## src/rtl/rw_pkg.sv

```systemverilog
package rw_pkg;

   typedef enum logic [1:0] {
      ROUTE_NONE = 2'b00,
      ROUTE_A    = 2'b01,
      ROUTE_B    = 2'b10,
      ROUTE_AB   = 2'b11
   } route_e;

   localparam int unsigned MAX_PERIOD_LANES = 3;

endpackage

```

## src/rtl/rw_tick_gen.sv

```systemverilog
module rw_tick_gen #(
   parameter int unsigned TICK_DIV = 2
) (
   input  logic clk,
   input  logic rst_n,
   input  logic restart_i,
   output logic tick_o
);

   generate
      if (TICK_DIV <= 1) begin : g_every_cycle
         assign tick_o = 1'b1;
      end else begin : g_divided
         localparam int unsigned CW = $clog2(TICK_DIV);
         localparam logic [CW-1:0] LAST = CW'(TICK_DIV - 1);
         logic [CW-1:0] cnt_q;

         always_ff @(posedge clk or negedge rst_n) begin
            if (!rst_n) begin
               cnt_q <= '0;
            end else if (restart_i || cnt_q == LAST) begin
               cnt_q <= '0;
            end else begin
               cnt_q <= cnt_q + 1'b1;
            end
         end

         assign tick_o = (cnt_q == LAST);
      end
   endgenerate

endmodule

```

## src/rtl/rw_period_timer.sv

```systemverilog
module rw_period_timer #(
   parameter int unsigned DATA_W   = 8,
   parameter int unsigned PERIOD_W = 24
) (
   input  logic              clk,
   input  logic              rst_n,
   input  logic              per_wr_i,
   input  logic [1:0]        sel_i,
   input  logic [DATA_W-1:0] data_i,
   input  logic              load_i,
   input  logic              run_i,
   input  logic              tick_i,
   output logic              step_o
);

   localparam int unsigned LANES = PERIOD_W / DATA_W;

   logic [PERIOD_W-1:0] period_q;
   logic [PERIOD_W-1:0] count_q;

   generate
      for (genvar g = 0; g < LANES; g++) begin : g_lane
         always_ff @(posedge clk or negedge rst_n) begin
            if (!rst_n) begin
               period_q[g*DATA_W +: DATA_W] <= '0;
            end else if (per_wr_i && sel_i == 2'(g)) begin
               period_q[g*DATA_W +: DATA_W] <= data_i;
            end
         end
      end
   endgenerate

   assign step_o = run_i && tick_i && (count_q == '0);

   always_ff @(posedge clk or negedge rst_n) begin
      if (!rst_n) begin
         count_q <= '0;
      end else if (load_i) begin
         count_q <= period_q;
      end else if (run_i && tick_i) begin
         if (count_q == '0) begin
            count_q <= period_q;
         end else begin
            count_q <= count_q - 1'b1;
         end
      end
   end

endmodule

```

## src/rtl/rw_sample_ram.sv

```systemverilog
module rw_sample_ram #(
   parameter int unsigned DATA_W = 8,
   parameter int unsigned DEPTH  = 512
) (
   input  logic                     clk,
   input  logic                     we_i,
   input  logic                     re_i,
   input  logic [$clog2(DEPTH)-1:0] addr_i,
   input  logic [DATA_W-1:0]        wdata_i,
   output logic [DATA_W-1:0]        rdata_o
);

   logic [DATA_W-1:0] mem_q [DEPTH];

   always_ff @(posedge clk) begin
      if (we_i) begin
         mem_q[addr_i] <= wdata_i;
      end
   end

   always_ff @(posedge clk) begin
      if (re_i) begin
         rdata_o <= mem_q[addr_i];
      end
   end

endmodule

```

## src/rtl/ramwave_player.sv

```systemverilog
module ramwave_player #(
   parameter int unsigned DATA_W   = 8,
   parameter int unsigned DEPTH    = 512,
   parameter int unsigned PERIOD_W = 24,
   parameter int unsigned TICK_DIV = 2
) (
   input  logic              clk,
   input  logic              rst_n,
   input  logic              ptr_clr_i,
   input  logic              store_i,
   input  logic              per_wr_i,
   input  logic              route_i,
   input  logic              halt_i,
   input  logic [1:0]        sel_i,
   input  logic [DATA_W-1:0] data_i,
   output logic [DATA_W-1:0] dac_a_o,
   output logic [DATA_W-1:0] dac_b_o,
   output logic              playing_o
);

   import rw_pkg::*;

   localparam int unsigned AW    = $clog2(DEPTH);
   localparam int unsigned LANES = PERIOD_W / DATA_W;

   generate
      if ((DEPTH & (DEPTH - 1)) != 0 || DEPTH < 2) begin : g_bad_depth
         $error("DEPTH must be a power of two, at least 2");
      end
      if (PERIOD_W % DATA_W != 0 || LANES < 1 || LANES > MAX_PERIOD_LANES) begin : g_bad_period
         $error("PERIOD_W must be 1 to 3 whole bytes of DATA_W");
      end
      if (TICK_DIV < 1) begin : g_bad_div
         $error("TICK_DIV must be at least 1");
      end
   endgenerate

   logic          start;
   logic          stop;
   logic          tick;
   logic          step;
   logic          fetch;
   logic          rd_vld_q;
   logic [AW-1:0] ptr_q;
   route_e        route_q;
   logic [DATA_W-1:0] rd_data;

   assign start = route_i && (sel_i != ROUTE_NONE) && !halt_i;
   assign stop  = halt_i || (route_i && sel_i == ROUTE_NONE);
   assign fetch = (start || step) && !stop;

   rw_tick_gen #(
      .TICK_DIV (TICK_DIV)
   ) u_tick (
      .clk       (clk),
      .rst_n     (rst_n),
      .restart_i (start),
      .tick_o    (tick)
   );

   rw_period_timer #(
      .DATA_W   (DATA_W),
      .PERIOD_W (PERIOD_W)
   ) u_timer (
      .clk      (clk),
      .rst_n    (rst_n),
      .per_wr_i (per_wr_i),
      .sel_i    (sel_i),
      .data_i   (data_i),
      .load_i   (start),
      .run_i    (playing_o && !stop && !start),
      .tick_i   (tick),
      .step_o   (step)
   );

   rw_sample_ram #(
      .DATA_W (DATA_W),
      .DEPTH  (DEPTH)
   ) u_ram (
      .clk     (clk),
      .we_i    (store_i && !ptr_clr_i),
      .re_i    (fetch),
      .addr_i  (ptr_q),
      .wdata_i (data_i),
      .rdata_o (rd_data)
   );

   always_ff @(posedge clk or negedge rst_n) begin
      if (!rst_n) begin
         ptr_q <= '0;
      end else if (ptr_clr_i) begin
         ptr_q <= '0;
      end else if (store_i || fetch) begin
         ptr_q <= ptr_q + 1'b1;
      end
   end

   always_ff @(posedge clk or negedge rst_n) begin
      if (!rst_n) begin
         playing_o <= 1'b0;
         route_q   <= ROUTE_NONE;
         rd_vld_q  <= 1'b0;
      end else begin
         rd_vld_q <= fetch;
         if (stop) begin
            playing_o <= 1'b0;
         end else if (start) begin
            playing_o <= 1'b1;
            route_q   <= route_e'(sel_i);
         end
      end
   end

   always_ff @(posedge clk or negedge rst_n) begin
      if (!rst_n) begin
         dac_a_o <= '0;
         dac_b_o <= '0;
      end else if (stop) begin
         dac_a_o <= '0;
         dac_b_o <= '0;
      end else if (rd_vld_q && playing_o) begin
         dac_a_o <= route_q[0] ? rd_data : '0;
         dac_b_o <= route_q[1] ? rd_data : '0;
      end
   end

endmodule

```

## config.mk

```make
export PLATFORM = sky130hd
export DESIGN_NAME = ramwave_player
export DESIGN_NICKNAME = d
export VERILOG_FILES = /design/src/rtl/rw_pkg.sv /design/src/rtl/rw_tick_gen.sv /design/src/rtl/rw_period_timer.sv /design/src/rtl/rw_sample_ram.sv /design/src/rtl/ramwave_player.sv
export SDC_FILE = /design/constraint.sdc
export NUM_CORES = 2
export LEC_CHECK = 0
export CELL_PAD_IN_SITES_DETAIL_PLACEMENT = 2
export CELL_PAD_IN_SITES_GLOBAL_PLACEMENT = 2
export CORE_UTILIZATION = 30
export CTS_CLUSTER_SIZE = 25
export DETAILED_ROUTE_END_ITERATION = 8
export DONT_BUFFER_PORTS = 1
export PLACE_DENSITY = 0.55
export SKIP_CTS_REPAIR_TIMING = 1
export SYNTH_ARGS = -nofsm -noshare
export SYNTH_HDL_FRONTEND = slang
export SYNTH_SLANG_ARGS = --single-unit
```

## constraint.sdc

```tcl
create_clock -name clk -period 3.9 [get_ports clk]
set_input_delay 0.975 -clock clk [delete_from_list [all_inputs] [get_ports clk]]
set_output_delay 0.975 -clock clk [all_outputs]
set_load 0.05 [all_outputs]
```

* After elaboration in Yosys (flattened, before gate mapping)
Memory sizes are Yosys's and may differ from the RTL's. A register that Yosys moved wholly into a read port is not among the register bits. Index checks and enable logic that the tools add are counted.
Word-level totals: register bits 78, bits in writable memories 4096, bits of input ports 17, output and inout port bits 17, logic and storage cells 63, memories 1
Operators by class: add/sub/neg operators 3, eq/ne operators 2, muxes and demuxes 16, bitwise operators 1, reduce and logical (&&, ||, !) cells 29
Memory list:
- u_ram.mem_q | words 512, bits a word 8, rd ports 1, clocked after memory_dff 1, wr ports 1, RTL line rw_sample_ram.sv:13 | logic [DATA_W-1:0] mem_q [DEPTH];
Operators with widths (number):
- two-way mux 24 bit | 3
- two-way mux 8 bit | 6
- logical NOT 24 bit | 1
- subtractor 24 x 1 -> 24 bit (second input constant) | 1
- two-way mux 9 bit | 2
- logical AND 1 bit | 13
- nonzero test 2 bit | 5
- adder 9 x 1 -> 9 bit (second input constant) | 1
- two-way mux 1 bit | 5
- logical NOT 1 bit | 4
- logical OR 1 bit | 4
- == test 2 x 1 -> 1 bit (second input constant) | 1
- == test 2 bit (second input constant) | 1
- logical NOT 2 bit | 1
- AND reduction 2 bit | 1
- adder 1 bit (second input constant) | 1
- inverter 1 bit | 1

* Depth between registers and ports, before layout
depth in word-level cells 13, gate-level depth with buffers 12, depth with buffers taken out 9

* Cells and area by module
Synthesis repeated with hierarchy kept, for this count alone.
Second synthesis, totals: cell total of the unflattened synthesis 7976, area, all modules 162417.0 um^2
By module, submodules not included:
- rw_sample_ram | times used 1, cells each 7575, area an instance 158439.5 um^2
- rw_period_timer | times used 1, cells each 259, area an instance 2621.3 um^2
- ramwave_player | times used 1, cells each 140, area an instance 1327.5 um^2
- rw_tick_gen | times used 1, cells each 2, area an instance 28.8 um^2

* Worst setup path before layout
OpenSTA, ideal clock, no wires.
kind register to register, from reg ptr_q[0], to reg u_ram.rdata_o[0], read port of u_ram.mem_q, data pin, setup time 0.278 ns, arrival 2.578 ns, data required time 3.622 ns, path slack 1.044 ns, stages on the path, launching flop included 10, path buffers 4, clock period less this slack 2.856 ns, path through dfrtp_1 > buf_6 > buf_6 > buf_2 > buf_2 > mux4_2 > a22oi_1 > a21oi_1 > o41ai_1 > o2111ai_1
RTL lines:
- start: declaration | RTL line ramwave_player.sv:44 | logic [AW-1:0] ptr_q;
- start signal: assignment | RTL line ramwave_player.sv:94 | ptr_q <= ptr_q + 1'b1;
- end: declaration | RTL line rw_sample_ram.sv:10 | output logic [DATA_W-1:0] rdata_o

==> impl_metrics.py <==
metrics = {
    "critical_path": {
        "crit_family": "simple AND/OR/NAND/NOR gates",
        "cp-end-kind": "flip-flop",
        "r2r_start": "ptr_q[2]",
        "cp.required_ps": 4760,
        "worst_path_most_repeated_cell": "buf_4",
        "critPathKind": "reg -> reg",
        "cp_slowest_stage_delay_ps": 900,
        "critPathSlowestCell": "dfrtp_4",
        "worstPathCellList": "nor2b_4, buf_4, a22oi_1, a21oi_1, nor4_2, buf_4, nor3_1, a31oi_1, o2111ai_1",
        "crit_fanout": 26,
        "cp-start-kind": "flip-flop",
        "crit_buf_inv": 2,
        "arrival_ps": 4840,
        "crit_path_start": "ptr_q[2]",
    },
    "outcome": {
        "run_status": "complete, but fails checks",
        "violations": "slew limit, setup timing",
    },
    "timing": {
        "hold_viol": 0,
        "setup_viol": 1,
        "period_share_pct": 102.0,
        "slew_headroom_pct": -22.00,
        "post-route-min-period_ps": 3979,
        "rsz0062_at_grt": "no",
        "drv_slew": 334,
        "holdWs_ps": 75.81,
        "worst_pin_slew_ps": 1830,
        "skew_ps": 71.41,
        "finalSetupTns_ps": -79.14,
        "max_freq_ghz": 0.2513,
        "layout_setup_ws_ps": -79.14,
    },
    "cts": {
        "clockRootBuffer": "clkbuf_16",
        "cts_made_buffers": 451,
        "htree_levels": 5,
        "clock-sinks": 4182,
        "clk_latency_ps": 1050,
        "cts_tree": "done",
        "path_clk_slew_ps": 70,
        "cts.path.max_buffers": 4,
    },
    "detailed_routing": {
        "drc": 0,
        "wirelength_um": 556700,
        "drtIter0Drc": 9091,
        "routed_via_density": 5.203,
        "dr.pass1.iters": 5,
        "final_antenna_net_count": 0,
        "num_vias": 85043,
        "wire_per_inst_um": 34.06,
    },
    "floorplanning": {
        "die_w_um": 737.4,
        "coreArea_um2": 537500,
        "die_h_um": 737.4,
        "num_rows": 269,
        "dieArea_um2": 543700,
        "io-pin-count": 34,
        "start_util_pct": 30.18,
    },
    "yosys": {
        "ys_seq_area_share_pct": 77.16,
        "synthFlopType": "edfxtp_1",
        "synth_top_area_share_pct": 75.96,
        "syn_area_um2": 162200,
        "synth-edff-count": 4104,
        "yosys.area.top_type": "edfxtp_1",
        "ys_types": 64,
        "yosysWarnings": 0,
        "postSynthNetCount": 7637,
        "synth_async_sr_flop_share_pct": 1.865,
        "ys_ff_latch": 4182,
        "ys_top_cells_by_area": "edfxtp_1 (76%), mux4_2 (15%), nor2_1 (1.4%)",
        "avgSynthCellArea_um2": 21.31,
        "synthCells": 7614,
    },
    "pwr": {
        "power_density_nw_per_um2": 507.9,
        "vdd_ir_drop_max_v": 0.0004017,
        "p_leak_nw": 61.65,
    },
    "placement": {
        "gp_congestion": 0.8373,
        "dpl_worst_slack_ps": -603.6,
        "portBuffers": 0,
        "hpwl_um": 348100,
    },
    "min_path": {
        "worstHoldStart": "data_i[2]",
        "hold_path_class": "in -> reg",
    },
    "cells_and_area": {
        "layout-drive-gt1-share_pct": 32.73,
        "layout_common_cells": "edfxtp_1 (4,104), mux4_2 (1,056), buf_4 (1,040)",
        "fillCellCount": 51472,
        "final_common_cell": "edfxtp_1",
        "utilization_pct": 36.22,
        "syn_to_final_growth_pct": 19.99,
        "final_nets": 8808,
    },
    "grt": {
        "overflow": 0,
        "grt_max_degree": 516,
        "grt_usage_pct": 20.08,
        "antenna_found_initial": 45,
        "grt_pass1_vias": 90913,
        "grt_pass1_wl_um": 767200,
    },
    "flow_run": {
        "drv_cap": 0,
    },
}
==> path summary, 6_finish.rpt <==
path | cells past startpoint | endpoint | slack, ps
setup / recovery | 9 | u_ram.rdata_o[0] | -80
hold / removal | 0 | u_ram.mem_q[85][2] | 80
setup reg to reg | 9 | u_ram.rdata_o[0] | -80
hold reg to reg | 2 | u_timer.count_q[9] | 490
max in group asynchronous | 2 | ptr_q[1] | 2910
min in group asynchronous | 2 | dac_a_o[4] | 530
==> cells in the mapped netlist, drive strengths merged, types with 5 or more instances <==
cell type / instances
xor2: 5
a22oi: 106
a21oi: 105
or3: 6
o21ai: 73
a31oi: 16
a211oi: 9
o22ai: 56
nor2: 603
o22a: 6
nand3: 71
o211ai: 8
dfrtp: 78
o2111ai: 6
nor3b: 8
a221oi: 18
nand3b: 10
clkbuf: 200
and3: 10
nor3: 35
nand2: 271
nor2b: 13
mux2i: 188
edfxtp: 4104
o32ai: 6
ha: 6
a2111oi: 6
nand4: 25
nand2b: 9
mux2: 57
nor4: 26
mux4: 1056
or4: 7
a32oi: 49
inv: 11
and2: 15
buf: 267
a22o: 19
or3b: 7
==> routing by layer <==
layer | vias to the layer above | share of wire [%] | global-route usage (%)
li1 | 34150 | - | -
met1 | 47389 | 42 | 27.18
met2 | 2799 | 49 | 33.64
met3 | 693 | 5.8 | 3.032
met4 | 12 | 3.1 | 5.722
met5 | - | 0.014 | 0
==> where the power goes <==
group | switching, mW | leakage [nW] | internal, mW
Sequential | 0.181 | 37.9 | 49.5
Clock | 18.4 | 7.01 | 24.2
Combinational | 3.76 | 16.8 | 2.84
Total | 22.3 | 61.6 | 76.5
==> flip-flops by register name (all words and copies together) (netlist names) <==
| register | flops |
|---|---|
| u_timer.count_q | 24 |
| u_ram.rdata_o | 8 |
| u_timer.period_q | 24 |
| u_ram.mem_q | 4096 |
| rd_vld_q | 1 |
| route_q | 2 |
| playing_o | 1 |
| dac_b_o | 8 |
| u_tick.tick_o | 1 |
| ptr_q | 9 |
| dac_a_o | 8 |
==> cells by family (layout without fill, tap and decap cells) <==
group           after synthesis  count (layout)  share of synthesized area (%)
simple gates               1127            1127                          2.960
mux                        1301            1301                          16.21
flops                      4182            4182                          77.16
compound gates              512             512                          2.139
buf+inv                     478            2016                          1.432
fa+ha+maj                     6               6                        0.04627
other cells                   0              13                              0
xor+xnor                      8               8                        0.04319
==> worst register-to-register path, stage by stage, from the launching register on <==
cell and delay (ps):
dfrtp_4 900, nor2b_4 910, buf_4 420, a22oi_1 260, a21oi_1 620, nor4_2 130, buf_4 160, nor3_1 130
a31oi_1 70, o2111ai_1 180
==> per-stage QoR <==
step	area (um2)	cells	power, mW
6_report	194700	16346	98.88
3_3_place_gp	179400	15484	56.53
2_1_floorplan	162200	7614	54.25
5_1_grt	194700	16337	101.6
3_5_place_dp	179400	15487	56.61
4_1_cts	193800	16307	99.13
==> layout make-up <==
| class | instances | area, um2 | share of cell area, % |
|---|---|---|---|
| Inverter | 11 | 48.80 | 0.02507 |
| Sequential cell | 4182 | 125200 | 64.32 |
| Tap cell | 7181 | 8985 | 4.615 |
| Multi-Input combinational cell | 2954 | 35180 | 18.07 |
| Timing Repair Buffer | 1185 | 10810 | 5.554 |
| Clock inverter | 263 | 2643 | 1.357 |
| Clock buffer | 557 | 11770 | 6.045 |
| Antenna cell | 13 | 32.53 | 0.01671 |
No activity file was read; power rests on OpenSTA's default activity.
